File: config.mk
export PLATFORM = sky130hd
export DESIGN_NAME = vec_addr_gen
export DESIGN_NICKNAME = d
export VERILOG_FILES = /design/src/rtl/vag_pkg.sv /design/src/rtl/vag_ctrl.sv /design/src/rtl/vag_addr_acc.sv /design/src/rtl/vag_req_port.sv /design/src/rtl/vec_addr_gen.sv
export SDC_FILE = /design/constraint.sdc
export NUM_CORES = 1
export LEC_CHECK = 0
export ABC_AREA = 1
export BUFFER_PORTS_ARGS = -buffer_cell sky130_fd_sc_hd__buf_4
export CORE_MARGIN = 1.5
export CORE_UTILIZATION = 55
export DETAILED_ROUTE_END_ITERATION = 16
export PLACE_DENSITY = 0.79
export SLEW_MARGIN = 20
export SYNTH_ARGS = -nofsm -noshare
export SYNTH_HDL_FRONTEND = slang
export SYNTH_SLANG_ARGS = --single-unit
File: constraint.sdc
create_clock -name clk -period 2.3 [get_ports clk]
set_input_delay 0.23 -clock clk [delete_from_list [all_inputs] [get_ports clk]]
set_output_delay 0.23 -clock clk [all_outputs]
set_load 0.02 [all_outputs]
File: src/rtl/vag_pkg.sv
// Shared encodings for the vector address sequencer.
// Assumes width codes 0..3 map to 1, 2, 4, 8 byte elements.
package vag_pkg;
    typedef enum logic [1:0] {
        AM_UNIT   = 2'd0,
        AM_STRIDE = 2'd1,
        AM_INDEX  = 2'd2,
        AM_RSVD   = 2'd3
    } amode_e;

    // Element size in bytes for a width code.
    function automatic logic [7:0] wcode_bytes(input logic [1:0] wc);
        return 8'd1 << wc;
    endfunction
endpackage

File: src/rtl/vag_ctrl.sv
// Operation control: accepts start when idle, captures count, mode and width,
// counts accepted elements and pulses done after the last one.
// Assumes fire is only high while busy.
module vag_ctrl
    import vag_pkg::*;
#(
    parameter int VL_W = 7
) (
    input  logic            clk,
    input  logic            rst_n,
    input  logic            start,
    input  logic            fire,
    input  logic [VL_W-1:0] vlen,
    input  logic [1:0]      mode_in,
    input  logic [1:0]      width_in,
    output logic            busy,
    output logic            launch,
    output logic            done,
    output logic [VL_W-1:0] elem,
    output amode_e          mode_q,
    output logic [1:0]      width_q
);
    logic [VL_W-1:0] vl_q;
    logic [VL_W-1:0] cnt_nxt;

    // Start is honoured only between operations.
    assign launch  = start && !busy;
    assign cnt_nxt = elem + 1'b1;

    // Operation state, element counter and done pulse.
    always_ff @(posedge clk) begin
        if (!rst_n) begin
            busy    <= 1'b0;
            done    <= 1'b0;
            elem    <= '0;
            vl_q    <= '0;
            mode_q  <= AM_UNIT;
            width_q <= '0;
        end else begin
            done <= 1'b0;
            if (launch) begin
                elem    <= '0;
                vl_q    <= vlen;
                mode_q  <= amode_e'(mode_in);
                width_q <= width_in;
                if (vlen == '0) begin
                    done <= 1'b1;
                end else begin
                    busy <= 1'b1;
                end
            end else if (fire) begin
                elem <= cnt_nxt;
                if (cnt_nxt == vl_q) begin
                    busy <= 1'b0;
                    done <= 1'b1;
                end
            end
        end
    end
endmodule

File: src/rtl/vag_addr_acc.sv
// Running address for contiguous and strided modes: loads the base at launch
// and adds a fixed step on every accepted request. Also holds the base for
// the indexed path. Arithmetic wraps modulo 2^ADDR_W.
module vag_addr_acc
    import vag_pkg::*;
#(
    parameter int ADDR_W = 32
) (
    input  logic              clk,
    input  logic              rst_n,
    input  logic              launch,
    input  logic              fire,
    input  logic [ADDR_W-1:0] base_in,
    input  logic [ADDR_W-1:0] stride_in,
    input  logic [1:0]        mode_in,
    input  logic [1:0]        width_in,
    output logic [ADDR_W-1:0] cur_addr,
    output logic [ADDR_W-1:0] base_q
);
    logic [ADDR_W-1:0] step_q;

    // Capture base and step at launch, advance on each accepted request.
    always_ff @(posedge clk) begin
        if (!rst_n) begin
            cur_addr <= '0;
            base_q   <= '0;
            step_q   <= '0;
        end else if (launch) begin
            cur_addr <= base_in;
            base_q   <= base_in;
            step_q   <= (amode_e'(mode_in) == AM_STRIDE) ? stride_in
                                                         : ADDR_W'(wcode_bytes(width_in));
        end else if (fire) begin
            cur_addr <= cur_addr + step_q;
        end
    end
endmodule

File: src/rtl/vag_req_port.sv
// Request-side steering: picks the address source by mode, gates request
// valid on index availability in indexed mode, and returns index ready.
// Purely combinational.
module vag_req_port
    import vag_pkg::*;
#(
    parameter int ADDR_W = 32
) (
    input  logic              busy,
    input  amode_e            mode_q,
    input  logic [ADDR_W-1:0] cur_addr,
    input  logic [ADDR_W-1:0] base_q,
    input  logic              idx_valid,
    input  logic [ADDR_W-1:0] idx_data,
    input  logic              req_ready,
    output logic              req_valid,
    output logic [ADDR_W-1:0] req_addr,
    output logic              idx_ready
);
    logic is_idx;

    // Valid, address and index handshake for the current element.
    always_comb begin
        is_idx    = (mode_q == AM_INDEX);
        req_valid = busy && (!is_idx || idx_valid);
        req_addr  = is_idx ? (base_q + idx_data) : cur_addr;
        idx_ready = busy && is_idx && req_ready;
    end
endmodule

File: src/rtl/vec_addr_gen.sv
// Vector memory address sequencer top. One request per element in ascending
// order, three addressing modes, one request per clock when unstalled.
// Assumes the index source holds idx_data while idx_valid is high and unaccepted.
module vec_addr_gen
    import vag_pkg::*;
#(
    parameter int ADDR_W = 32,
    parameter int MAX_VL = 64,
    localparam int VL_W  = $clog2(MAX_VL + 1)
) (
    input  logic              clk,
    input  logic              rst_n,
    input  logic              start,
    input  logic [1:0]        mode,
    input  logic [1:0]        width,
    input  logic [ADDR_W-1:0] base_addr,
    input  logic [ADDR_W-1:0] stride,
    input  logic [VL_W-1:0]   vlen,
    input  logic              idx_valid,
    input  logic [ADDR_W-1:0] idx_data,
    output logic              idx_ready,
    output logic              req_valid,
    input  logic              req_ready,
    output logic [ADDR_W-1:0] req_addr,
    output logic [1:0]        req_size,
    output logic [VL_W-1:0]   req_elem,
    output logic              done
);
    logic              busy;
    logic              launch;
    logic              fire;
    amode_e            mode_q;
    logic [1:0]        width_q;
    logic [ADDR_W-1:0] cur_addr;
    logic [ADDR_W-1:0] base_q;

    assign fire     = req_valid && req_ready;
    assign req_size = width_q;

    vag_ctrl #(.VL_W(VL_W)) u_ctrl (
        .clk      (clk),
        .rst_n    (rst_n),
        .start    (start),
        .fire     (fire),
        .vlen     (vlen),
        .mode_in  (mode),
        .width_in (width),
        .busy     (busy),
        .launch   (launch),
        .done     (done),
        .elem     (req_elem),
        .mode_q   (mode_q),
        .width_q  (width_q)
    );

    vag_addr_acc #(.ADDR_W(ADDR_W)) u_acc (
        .clk       (clk),
        .rst_n     (rst_n),
        .launch    (launch),
        .fire      (fire),
        .base_in   (base_addr),
        .stride_in (stride),
        .mode_in   (mode),
        .width_in  (width),
        .cur_addr  (cur_addr),
        .base_q    (base_q)
    );

    vag_req_port #(.ADDR_W(ADDR_W)) u_port (
        .busy      (busy),
        .mode_q    (mode_q),
        .cur_addr  (cur_addr),
        .base_q    (base_q),
        .idx_valid (idx_valid),
        .idx_data  (idx_data),
        .req_ready (req_ready),
        .req_valid (req_valid),
        .req_addr  (req_addr),
        .idx_ready (idx_ready)
    );
endmodule

==> impl_metrics.toml <==
[route]
routed-via-count = 11050
drt.antenna.violating_nets = 0
drt-wirelength-per-cell_microns = 18.46
postRouteWirelength_microns = 34810
detailedRoute.firstPassIterationCount = 6
routed_via_density = 5.863
drc_errors = 0
initialDrtViolationCount = 1196

[clock_network]
root_buffer = "sky130_fd_sc_hd__clkbuf_16"
insertion_delay_ns = 0.42
numClockSinks = 116
cts_tree = "built"
cts_max_level = 4
clock_path_buffers = 2
cts_inserted_buffers = 17
path_clk_slew_ns = 0.06

[cells_and_area]
multi_input_area_sq_um = 6723
final_core_util_pct = 77.05
final_layout_size_suffix_gt1_share_pct = 26.24
fillerInstances = 1279
sequential_cell_area_sq_um = 2359
nets_final = 1833
commonest_cells_after_routing_fill_and_taps_aside = "sky130_fd_sc_hd__nand2_1, sky130_fd_sc_hd__buf_4, sky130_fd_sc_hd__inv_1, sky130_fd_sc_hd__nand3_1, sky130_fd_sc_hd__a21oi_1"
antennaDiodeCount = 0
syn_to_final_growth_pct = 36.54
final_common_cell = "sky130_fd_sc_hd__nand2_1"

[timing]
timing.slew.headroom_pct = 39.88
setup_slack_ns = -0.4095
setup_violations = 27
clock-skew-final_ns = 0.008521
grt_setup_unrepaired = "yes"
tightestPinTransition_ns = 0.8996
layout_min_cycle_time_ns = 2.709
final_hold_viols = 0
maxSlewViolCount = 0
fin_crit_sh_pct = 117.8
max_clock_freq_mhz = 369.1

[logic_synthesis]
syn_avg_cell_area_sq_um = 6.061
netlist_area_sq_um = 8964
synth_mux_area_share_pct = 0
main_combinational_cell_family_by_area_after_synthesis = "simple AND/OR/NAND/NOR gates"
yosysSeqAreaShare_pct = 25.91
synth_xor_area_share_pct = 1.368
synth_seq_cells = 116
synth_net_count = 1656
synth_cell_type_count = 36
synth_top_flop_cell = "sky130_fd_sc_hd__dfxtp_1"
synth-compound-area-share_pct = 17.85
synth_cells = 1479
ys_warn_count = 0
synthAdderAreaFrac_pct = 9.241
ys_async_sr_fraction_pct = 0
synth_simple_gate_area_share_pct = 36.04
synth_edf_count = 0

[power]
power.density_nw_per_um2 = 602.7
leakage_nw = 6.076
irDropWorstVdd_mv = 0.5678

[die]
design.die.area_sq_um = 17070
floorplan.initialDensity_pct = 56.43
chipWidth_microns = 130.7
die_h_microns = 130.7
std_cell_rows = 46
top_level_ports = 156
core_region_area_sq_um = 15890

[placed_design]
place.detailed.hpwl_microns = 23910
port_buffers = 155
preCtsSetupSlack_ns = -0.02920
gp_routability_congestion = 0.9333

[global_route]
grt_overflow_total = 0
wire_length_of_the_first_global_routing_pass_microns = 50440
maximum_number_of_pins_on_one_net_before_global_route_repair = 92
total_track_usage_pct = 38.70
grt_pass1_vias = 9662
grt_antenna_before_repair = 0

[worst_setup_path]
start_kind = "register"
crit_required_ns = 2.07
critPathKind = "reg2out"
worst_setup_path_end_kind = "output pin"
crit_path_max_fanout = 3
r2r-start = "u_acc.cur_addr[0]"
timing_startpoint_of_the_critical_path = "u_acc.base_q[0]"
critical_path_arrival_ns = 2.48

[run_status]
run_status = "complete, but fails checks"
violations = "setup timing"

[hold_path]
min_from = "base_addr[31]"
hp-class = "in2reg"

[flow_run]
max_capacitance_violation_total = 0
==> final timing paths <==
path	to	slack, ns	cells after the start
setup / recovery	req_addr[10]	-0.41	12
setup reg to reg	u_acc.cur_addr[24]	0.19	13
hold / removal	u_acc.base_q[31]	0.04	3
hold reg to reg	u_acc.base_q[28]	0.47	2
==> per-stage QoR <==
step / cell area (sq um) / hold slack (ns) / std cells / power (mW) / setup TNS [ns]
6_report: 12240 / 0.04143 / 1885 / 7.377 / -6.969
5_1_grt: 12240 / 0.03671 / 1885 / 7.633 / -9.780
4_1_cts: 11960 / 0.04154 / 1878 / 7.158 / -2.795
3_5_place_dp: 10380 / 0.4456 / 1827 / 4.039 / -0.04617
3_3_place_gp: 10380 / 0.4409 / 1827 / 4.003 / 0
2_1_floorplan: 8964 / 0.3613 / 1479 / 3.370 / 0
==> report_power, final <==
group          switching [mW]  internal (mW)  leakage [nW]
combinational            1.29          0.889          4.81
clock                    1.00           1.87         0.302
sequential              0.166           2.16         0.962
total                    2.46           4.91          6.08
==> cell usage after synthesis (5+ instances only) <==
master | number | area (sq um)
sky130_fd_sc_hd__a32o_1 | 28 | 280.3
sky130_fd_sc_hd__a21oi_1 | 122 | 610.6
sky130_fd_sc_hd__nor3_1 | 13 | 65.06
sky130_fd_sc_hd__nand3b_1 | 10 | 75.07
sky130_fd_sc_hd__xor2_1 | 5 | 43.79
sky130_fd_sc_hd__clkbuf_1 | 29 | 108.9
sky130_fd_sc_hd__buf_2 | 9 | 45.04
sky130_fd_sc_hd__nor2_1 | 112 | 420.4
sky130_fd_sc_hd__ha_1 | 63 | 788.3
sky130_fd_sc_hd__xnor2_1 | 9 | 78.83
sky130_fd_sc_hd__o21ai_0 | 99 | 495.5
sky130_fd_sc_hd__or2_2 | 9 | 56.30
sky130_fd_sc_hd__nand4_1 | 12 | 75.07
sky130_fd_sc_hd__inv_1 | 173 | 649.4
sky130_fd_sc_hd__dfxtp_1 | 116 | 2322
sky130_fd_sc_hd__a31oi_1 | 16 | 100.1
sky130_fd_sc_hd__nand2_1 | 504 | 1892
sky130_fd_sc_hd__nand3_1 | 112 | 560.5
==> area by class of cell <==
cell class / count / share of cell area, %
Timing Repair Buffer: 202 / 12.94
Multi-Input combinational cell: 1141 / 54.93
Clock buffer: 20 / 3.731
Inverter: 178 / 5.459
Sequential cell: 116 / 19.27
Clock inverter: 12 / 1.462
Tap cell: 216 / 2.208
==> cells by family after synthesis <==
kind of cell / count (synthesis)
simple gates: 783
compound gates: 279
buf+inv: 222
flops: 116
fa+ha+maj: 65
xor+xnor: 14
==> sequential cells by signal, indices dropped and copies added, names as in the netlist <==
register / count
u_acc.base_q: 32
u_acc.cur_addr: 32
u_acc.step_q: 32
u_ctrl.busy: 1
u_ctrl.done: 1
u_ctrl.elem: 7
u_ctrl.mode_q: 2
u_ctrl.vl_q: 7
u_ctrl.width_q: 2
==> critical path, cell delays in order, from the launching register on <==
cell	delay (ns)
sky130_fd_sc_hd__dfxtp_2	0.33
sky130_fd_sc_hd__ha_4	0.17
sky130_fd_sc_hd__fa_2	0.37
sky130_fd_sc_hd__nand2_2	0.13
sky130_fd_sc_hd__o21ai_4	0.09
sky130_fd_sc_hd__nand2_2	0.07
sky130_fd_sc_hd__nand2_2	0.08
sky130_fd_sc_hd__nand2_1	0.12
sky130_fd_sc_hd__nand2_2	0.10
sky130_fd_sc_hd__a21oi_1	0.23
sky130_fd_sc_hd__o21ai_0	0.15
sky130_fd_sc_hd__nand2_1	0.10
sky130_fd_sc_hd__buf_6	0.12
==> what timing repair did <==
action                                  CTS  global route
pin swaps                                55            26
buffers inserted                         19             7
hold endpoints to repair                  0             0
gates cloned                              0             0
endpoints found under the setup margin   27            29
hold buffers                              0             0
resized for setup                       191            61
==> per-layer routing <==
layer  track usage (%)  up-vias  part of all wire [%]
met1             52.91     5055                    41
met4             13.83        0                   4.0
met2             60.25      656                    44
li1                  -     5204                     -
met5                 0        -                     0
met3             8.428      137                    11
Note: power is estimated with default switching activity, not from simulation.
